==> config.mk <==
export PLATFORM = sky130hd
export DESIGN_NAME = mux_ctl_i2c_slave
export DESIGN_NICKNAME = d
export VERILOG_FILES = /design/src/rtl/mux_ctl_i2c_slave.sv
export SDC_FILE = /design/constraint.sdc
export NUM_CORES = 1
export LEC_CHECK = 0
export ABC_AREA = 1
export BUFFER_PORTS_ARGS = -buffer_cell sky130_fd_sc_hd__buf_2
export CAP_MARGIN = 20
export CORE_UTILIZATION = 53
export DETAILED_ROUTE_END_ITERATION = 10
export HOLD_SLACK_MARGIN = 0.05
export PLACE_DENSITY = 0.76
export SYNTH_ARGS = -nofsm -noshare
export SYNTH_HDL_FRONTEND = slang
export SYNTH_SLANG_ARGS = --single-unit
==> constraint.sdc <==
create_clock -name clk -period 1.55 [get_ports clk]
set_input_delay 0.0775 -clock clk [delete_from_list [all_inputs] [get_ports clk]]
set_output_delay 0.0775 -clock clk [all_outputs]
set_load 0.05 [all_outputs]
==> src/rtl/mux_ctl_i2c_slave.sv <==
module mux_ctl_i2c_slave #(
  parameter logic [3:0] ADDR_PREFIX = 4'b1010,
  parameter int         SYNC_LEN    = 2,
  parameter int         FILT_LEN    = 3,
  parameter int         STAT_W      = 16
) (
  input  logic              clk,
  input  logic              rst_n,
  input  logic              scl_i,
  input  logic              sda_i,
  input  logic [2:0]        strap,
  input  logic [STAT_W-1:0] status,
  output logic              sda_oe,
  output logic              cmd_valid,
  output logic [7:0]        cmd_byte,
  output logic              cmd_load,
  output logic              cmd_reset_n
);

  localparam int CNT_W = 4;
  localparam logic [CNT_W-1:0] LAST_BIT = CNT_W'(8);

  typedef enum logic [2:0] {S_IDLE, S_ADDR, S_AACK, S_WR, S_WACK, S_RD, S_RACK, S_IGN} state_t;

  logic [SYNC_LEN-1:0] scl_s, sda_s;
  logic [FILT_LEN-1:0] scl_h, sda_h;
  logic scl_f, sda_f, scl_p, sda_p;

  always_ff @(posedge clk or negedge rst_n) begin
    if (!rst_n) begin
      scl_s <= '1; sda_s <= '1;
      scl_h <= '1; sda_h <= '1;
      scl_f <= 1'b1; sda_f <= 1'b1;
      scl_p <= 1'b1; sda_p <= 1'b1;
    end else begin
      scl_s <= {scl_s[SYNC_LEN-2:0], scl_i};
      sda_s <= {sda_s[SYNC_LEN-2:0], sda_i};
      scl_h <= {scl_h[FILT_LEN-2:0], scl_s[SYNC_LEN-1]};
      sda_h <= {sda_h[FILT_LEN-2:0], sda_s[SYNC_LEN-1]};
      if (&scl_h) scl_f <= 1'b1; else if (~|scl_h) scl_f <= 1'b0;
      if (&sda_h) sda_f <= 1'b1; else if (~|sda_h) sda_f <= 1'b0;
      scl_p <= scl_f;
      sda_p <= sda_f;
    end
  end

  wire scl_rise = scl_f & ~scl_p;
  wire scl_fall = ~scl_f & scl_p;
  wire start_c  = scl_f & scl_p & sda_p & ~sda_f;
  wire stop_c   = scl_f & scl_p & ~sda_p & sda_f;

  state_t            st;
  logic [CNT_W-1:0]  cnt;
  logic [7:0]        sh, tx, cmd_q;
  logic [STAT_W-1:0] snap;
  logic              rd, second, nack;

  always_ff @(posedge clk or negedge rst_n) begin
    if (!rst_n) begin
      st <= S_IDLE; cnt <= '0; sh <= '0; tx <= '0; cmd_q <= '0;
      snap <= '0; rd <= 1'b0; second <= 1'b0; nack <= 1'b0;
      sda_oe <= 1'b0; cmd_valid <= 1'b0;
      cmd_byte <= '0; cmd_load <= 1'b0; cmd_reset_n <= 1'b1;
    end else begin
      cmd_valid <= 1'b0;
      if (start_c) begin
        st <= S_ADDR; cnt <= '0; sda_oe <= 1'b0;
      end else if (stop_c) begin
        st <= S_IDLE; sda_oe <= 1'b0;
      end else begin
        case (st)
          S_ADDR:
            if (scl_rise) begin
              sh <= {sh[6:0], sda_f}; cnt <= cnt + 1'b1;
            end else if (scl_fall && cnt == LAST_BIT) begin
              cnt <= '0;
              if (sh[7:1] == {ADDR_PREFIX, strap}) begin
                st <= S_AACK; sda_oe <= 1'b1; rd <= sh[0]; snap <= status;
              end else begin
                st <= S_IGN;
              end
            end
          S_AACK:
            if (scl_fall) begin
              cnt <= '0; second <= 1'b0;
              if (rd) begin
                st <= S_RD; tx <= snap[STAT_W-1 -: 8]; sda_oe <= ~snap[STAT_W-1];
              end else begin
                st <= S_WR; sda_oe <= 1'b0;
              end
            end
          S_WR:
            if (scl_rise) begin
              sh <= {sh[6:0], sda_f}; cnt <= cnt + 1'b1;
            end else if (scl_fall && cnt == LAST_BIT) begin
              st <= S_WACK; sda_oe <= 1'b1;
              if (!second) cmd_q <= sh;
              else begin
                cmd_valid <= 1'b1; cmd_byte <= cmd_q;
                cmd_load <= sh[1]; cmd_reset_n <= sh[0];
              end
            end
          S_WACK:
            if (scl_fall) begin
              st <= S_WR; sda_oe <= 1'b0; cnt <= '0; second <= ~second;
            end
          S_RD:
            if (scl_rise) cnt <= cnt + 1'b1;
            else if (scl_fall) begin
              if (cnt == LAST_BIT) begin
                st <= S_RACK; sda_oe <= 1'b0;
              end else begin
                tx <= {tx[6:0], 1'b0}; sda_oe <= ~tx[6];
              end
            end
          S_RACK:
            if (scl_rise) nack <= sda_f;
            else if (scl_fall) begin
              if (nack || second) st <= S_IGN;
              else begin
                second <= 1'b1; st <= S_RD; cnt <= '0;
                tx <= snap[7:0]; sda_oe <= ~snap[7];
              end
            end
          default: ;
        endcase
      end
    end
  end

  p_valid_pulse_r4: assert property (@(posedge clk) disable iff (!rst_n)
    cmd_valid |=> !cmd_valid);
  p_valid_during_ack_r4: assert property (@(posedge clk) disable iff (!rst_n)
    cmd_valid |-> sda_oe);
  p_ignore_quiet_r3: assert property (@(posedge clk) disable iff (!rst_n)
    (st == S_IGN) |-> (!sda_oe && !cmd_valid));
  p_change_scl_low_r9: assert property (@(posedge clk) disable iff (!rst_n)
    !$stable(sda_oe) |-> !scl_f);
  p_stop_release_r9: assert property (@(posedge clk) disable iff (!rst_n)
    stop_c |=> (!sda_oe && st == S_IDLE));
  p_nack_ends_r8: assert property (@(posedge clk) disable iff (!rst_n)
    (st == S_RACK && scl_fall && nack) |=> (st == S_IGN && !sda_oe));

endmodule

After elaboration in Yosys (flattened, before gate mapping)
Cells that the tools add are included.
Widths: inputs -> output; s select.
{"block": "op_classes", "addsub": 1, "eq_ne": 39, "muxes": 68, "bitwise": 18, "reduce_logical": 23}
{"operator": "$mux 7", "count": 8}
{"operator": "$ne 4x4->1 const B", "count": 14}
{"operator": "$mux 3", "count": 15}
{"operator": "$mux 4", "count": 9}
{"operator": "$mux 1", "count": 30}
{"operator": "$ne 2x2->1 const B", "count": 12}
{"operator": "$pmux 7 s3", "count": 1}
{"operator": "$pmux 3 s6", "count": 1}
{"operator": "$reduce_and 6->1", "count": 3}
{"operator": "$pmux 4 s4", "count": 1}
{"operator": "$reduce_and 8->1", "count": 2}
{"operator": "$reduce_and 13->1", "count": 1}
{"operator": "$reduce_and 12->1", "count": 1}
{"operator": "$not 1->1", "count": 11}
{"operator": "$reduce_and 11->1", "count": 1}
{"operator": "$eq 3x3->1 const B", "count": 3}
{"operator": "$ne 3x3->1 const B", "count": 3}
{"operator": "$reduce_and 4->1", "count": 2}
{"operator": "$reduce_bool 8->1", "count": 1}
{"operator": "$and 1x1->1", "count": 7}
{"operator": "$eq 7x7->1", "count": 1}
{"operator": "$eq 3x2->1 const B", "count": 2}
{"operator": "$ne 3x1->1 const B", "count": 2}
{"operator": "$pmux 1 s6", "count": 1}
{"operator": "12 further kinds", "count": 17}
{"block": "totals", "ff_bits": 75, "in_bits": 23, "output_inout_bits": 12}

Longest topological paths before layout
{"block": "depth", "word_depth": 8, "mapped_depth": 12, "ltp_nobuf": 12}

Worst setup path after synthesis
OpenSTA, ideal clock, no wires.
{"block": "synth_timing", "path_type": "register -> register", "from": "reg cnt[0]", "to": "reg cmd_byte[0]", "setup_ns": 0.119, "arrival_ns": 1.460, "required_ns": 1.431, "path_slack_ns": -0.029, "stages_incl_launch_ff": 11, "n_path_buf": 1, "cell_sequence": "dfrtp_1 -> inv_1 -> ha_1 -> nand2_1 -> nor2_2 -> nand2_2 -> nor3_4 -> inv_2 -> buf_6 -> nand2_1 -> nand2_1"}
{"block": "synth_between", "elab_chain_cells": 3}
{"item": "start: declaration", "line_no": "53", "source": "logic [CNT_W-1:0] cnt;"}
{"item": "start signal: assignment", "line_no": "74", "source": "sh <= {sh[6:0], sda_f}; cnt <= cnt + 1'b1;"}
{"item": "start signal: assignment", "line_no": "94", "source": "sh <= {sh[6:0], sda_f}; cnt <= cnt + 1'b1;"}
{"item": "start signal: assignment", "line_no": "108", "source": "if (scl_rise) cnt <= cnt + 1'b1;"}
{"item": "$eq 4x4->1", "line_no": "95", "source": "end else if (scl_fall && cnt == LAST_BIT) begin"}
{"item": "$logic_and 1x1->1", "line_no": "95"}
{"item": "$reduce_and 6->1 (no line)"}
{"item": "end signal: assignment", "line_no": "63", "source": "cmd_byte <= '0; cmd_load <= 1'b0; cmd_reset_n <= 1'b1;"}
{"item": "end signal: assignment", "line_no": "99", "source": "cmd_valid <= 1'b1; cmd_byte <= cmd_q;"}
{"item": "end: declaration", "line_no": "15", "source": "output logic [7:0] cmd_byte,"}
No other way between the ends.
A chain may end at the register's enable or synchronous reset.

Final worst setup path
{"block": "layout_timing", "from": "reg cnt[0]", "to": "reg cmd_load"}
{"block": "layout_between", "elab_chain_cells": 3}
{"item": "$eq 4x4->1", "line_no": "95"}
{"item": "$logic_and 1x1->1", "line_no": "95"}
{"item": "$reduce_and 6->1 (no line)"}
{"item": "end signal: assignment", "line_no": "100", "source": "cmd_load <= sh[1]; cmd_reset_n <= sh[0];"}
{"item": "end: declaration", "line_no": "16", "source": "output logic cmd_load,"}
No other way between the ends.

==> metrics.txt <==
status=finished, violations left; violated checks=negative setup slack; clock tree buffer depth=2; PnR worst setup slack=-0.0511 ns; Overall Power=~7400 uW; Initial Util=0.557; core box area=6420 um2; f_max=around 0.62 GHz; ranking of synthesized cells by area=dfrtp_1 (42%), nand2_1 (16%), dfstp_2 (11%); IR drop worst, VDD=between 700 and 800 uV; first-pass GRT wire length=between 10 and 15 mm; initial antenna violation count=0; synth warn=0; Sink Count=75; DP Wirelength=~5.2 mm; CTS tree=done; Final Hold Fails=0; CP Class=reg2reg; fraction of registers with async set/reset=1.00; Via Count=3112; Slew Viols, Final=0; CP Launch Type=register; H-tree levels=3; Leak=0.00247 uW; Yosys top cell area share=0.419; Crit path required time=1.79 ns; Yosys cell types=36; Multi-input gate area=1560 um2; EDFF count, synth=0; # port buffers=34; fraction of layout cells with a size suffix above 1=0.346; largest net degree at the start of global routing=76; Total GRT Usage=0.233; Syn Inst Count=approximately 430; CTS Buf Count=9; Mapped Nets=453; clock skew=0.0144 ns; Register Area=between 1500 and 2000 um2; DIE HEIGHT=between 80 and 90 um; Mapped Area=about 3600 um2; Worst EP arrival=around 1.8 ns; Synth Register Bits=between 70 and 80; RSZ-0062 raised after global routing=yes; number of global-route vias before repair=approximately 2800; Reg clk slew, reported paths=0.08 ns; Worst-Skew Late Latency=~0.36 ns; DRC Markers=0; Initial DRC Count=229; Top Ports=35; Power Density=1560 nW/um2; Primary FF master, synth=dfrtp_1; first-pass detailed-route iteration total=4; Die Wd=between 80 and 90 um; synthesized area per cell=around 8.4 um2; max capacitance violation total=0; drt via density=slightly above 5; Final setup viols=33; nets=approximately 550; Area Overhead vs Synth=32.9%; min cycle time layout=~1.6 ns; worst-margin pin slew=between 0.4 and 0.5 ns; Routability Congestion=slightly below 1; # fillers=between 400 and 500; crit share post-route=1.03; Slew headroom=0.731; crit end category=register; wire length per cell=around 13 um; die area=approximately 7100 um2; HP Class=in2async; WHS=between 0.2 and 0.3 ns; Worst Path Max Fanout=12; ANT nets after route=0; # rows=29; root buf cell=clkbuf_8; most common cell after layout, fill and taps aside=nand2_1; total grt overflow=0; Seq/Total Area, Yosys=0.530; antenna diode count=0; cell taking the most area after synthesis=dfrtp_1; commonest cells after routing, fill and taps aside=nand2_1 (130), dfrtp_1 (57), inv_1 (45); routed wire length=approximately 8.1 mm
[area by class of cell]
| cell class | count | share of cell area |
|---|---|---|
| well taps | 77 | 0.0202 |
| clock inverters | 5 | 0.00920 |
| repair buffers | 96 | 0.166 |
| clock buffers | 11 | 0.0321 |
| multi-input cells | 288 | 0.328 |
| inverters | 54 | 0.0447 |
| flip-flops and latches | 75 | 0.399 |
[where the power goes]
part | switching (uW) | internal (uW) | total, uW | leakage [uW]
Clock | 774 | 698 | 1470 | 0.0000932
Combinational | 2020 | 1470 | 3500 | 0.00141
Sequential | 248 | 2220 | 2470 | 0.000966
Total | 3050 | 4390 | 7440 | 0.00247
[state kept, by name, summed over array words and instances (netlist names), 3 cells and up]
name	cells
cmd_byte	8
cmd_q	8
cnt	4
scl_h	3
sda_h	3
sh	8
snap	16
st	3
tx	7
[path summary, 6_finish.rpt]
path	start	to	slack, ns	cells past startpoint
max	cnt[0]$_DFFE_PN0P_	cmd_load$_DFFE_PN0P_	-0.05	10
min	rst_n	cnt[0]$_DFFE_PN0P_	0.26	3
max reg2reg	cnt[0]$_DFFE_PN0P_	cmd_load$_DFFE_PN0P_	-0.05	10
min reg2reg	sda_s[0]$_DFF_PN1_	sda_s[1]$_DFF_PN1_	0.36	0
max in group asynchronous	rst_n	scl_p$_DFF_PN1_	0.92	3
min in group clk	sda_s[0]$_DFF_PN1_	sda_s[1]$_DFF_PN1_	0.36	0
[cells in the mapped netlist (2+ instances only)]
cell type / n
a21oi_1: 14
a31oi_1: 2
buf_2: 2
buf_4: 2
buf_6: 5
clkbuf_1: 3
dfrtp_1: 60
dfstp_2: 15
ha_1: 2
inv_1: 45
inv_2: 8
nand2_1: 151
nand2_2: 4
nand3_1: 20
nor2_1: 24
nor2_2: 2
nor2_4: 3
nor3_1: 2
o21ai_0: 31
o21ai_1: 9
o21ai_2: 9
[stage by stage]
step                instance area (um2)   util  std cells  setup TNS, ns  worst slack, ns
floorplan                          3580      -        428         -0.234          -0.0293
global placement                   4010  0.625        553          -1.70          -0.0766
detailed placement                 4010  0.625        553          -2.86           -0.105
CTS                                4510  0.703        593       -0.00539         -0.00481
global route                       4760  0.741        606          -3.41           -0.129
finish                             4760  0.741        606         -0.787          -0.0511
[critical path: stages, from the launching register on]
cell and delay, ns:
dfrtp_1 0.39, inv_1 0.06, ha_2 0.17, nand2_2 0.06
nor2_4 0.17, nand2_4 0.10, buf_12 0.13, nor3_4 0.13
inv_2 0.13, nand2_1 0.10, o21ai_2 0.05
[layer usage]
layer  routed length (um)  GRT usage  vias to the layer above
met2                 3990      0.382                       82
met4                  289      0.138                        0
met5                    0          0                        -
met3                  292     0.0354                       29
met1                 3490      0.294                     1463
li1                     -          -                     1538
[repair_timing]
action,CTS,global route
setup endpoints to repair,42,41
cloned,1,2
resized for setup,27,45
pin swaps,6,20
hold buffers,19,0
setup buffers,4,11
endpoints found under the hold margin,78,0
[cells by family after synthesis]
kind of cell             after synthesis  share of synthesized area
buffers and inverters                 66                     0.0832
flip-flops                            75                      0.530
multiplexers                           1                    0.00315
AO/OA/AOI/OAI                         70                      0.115
XOR/XNOR                               2                    0.00489
AND/OR/NAND/NOR                      212                      0.257
adder cells (fa/ha/maj)                2                    0.00699
(Power assumes the default switching activity.)
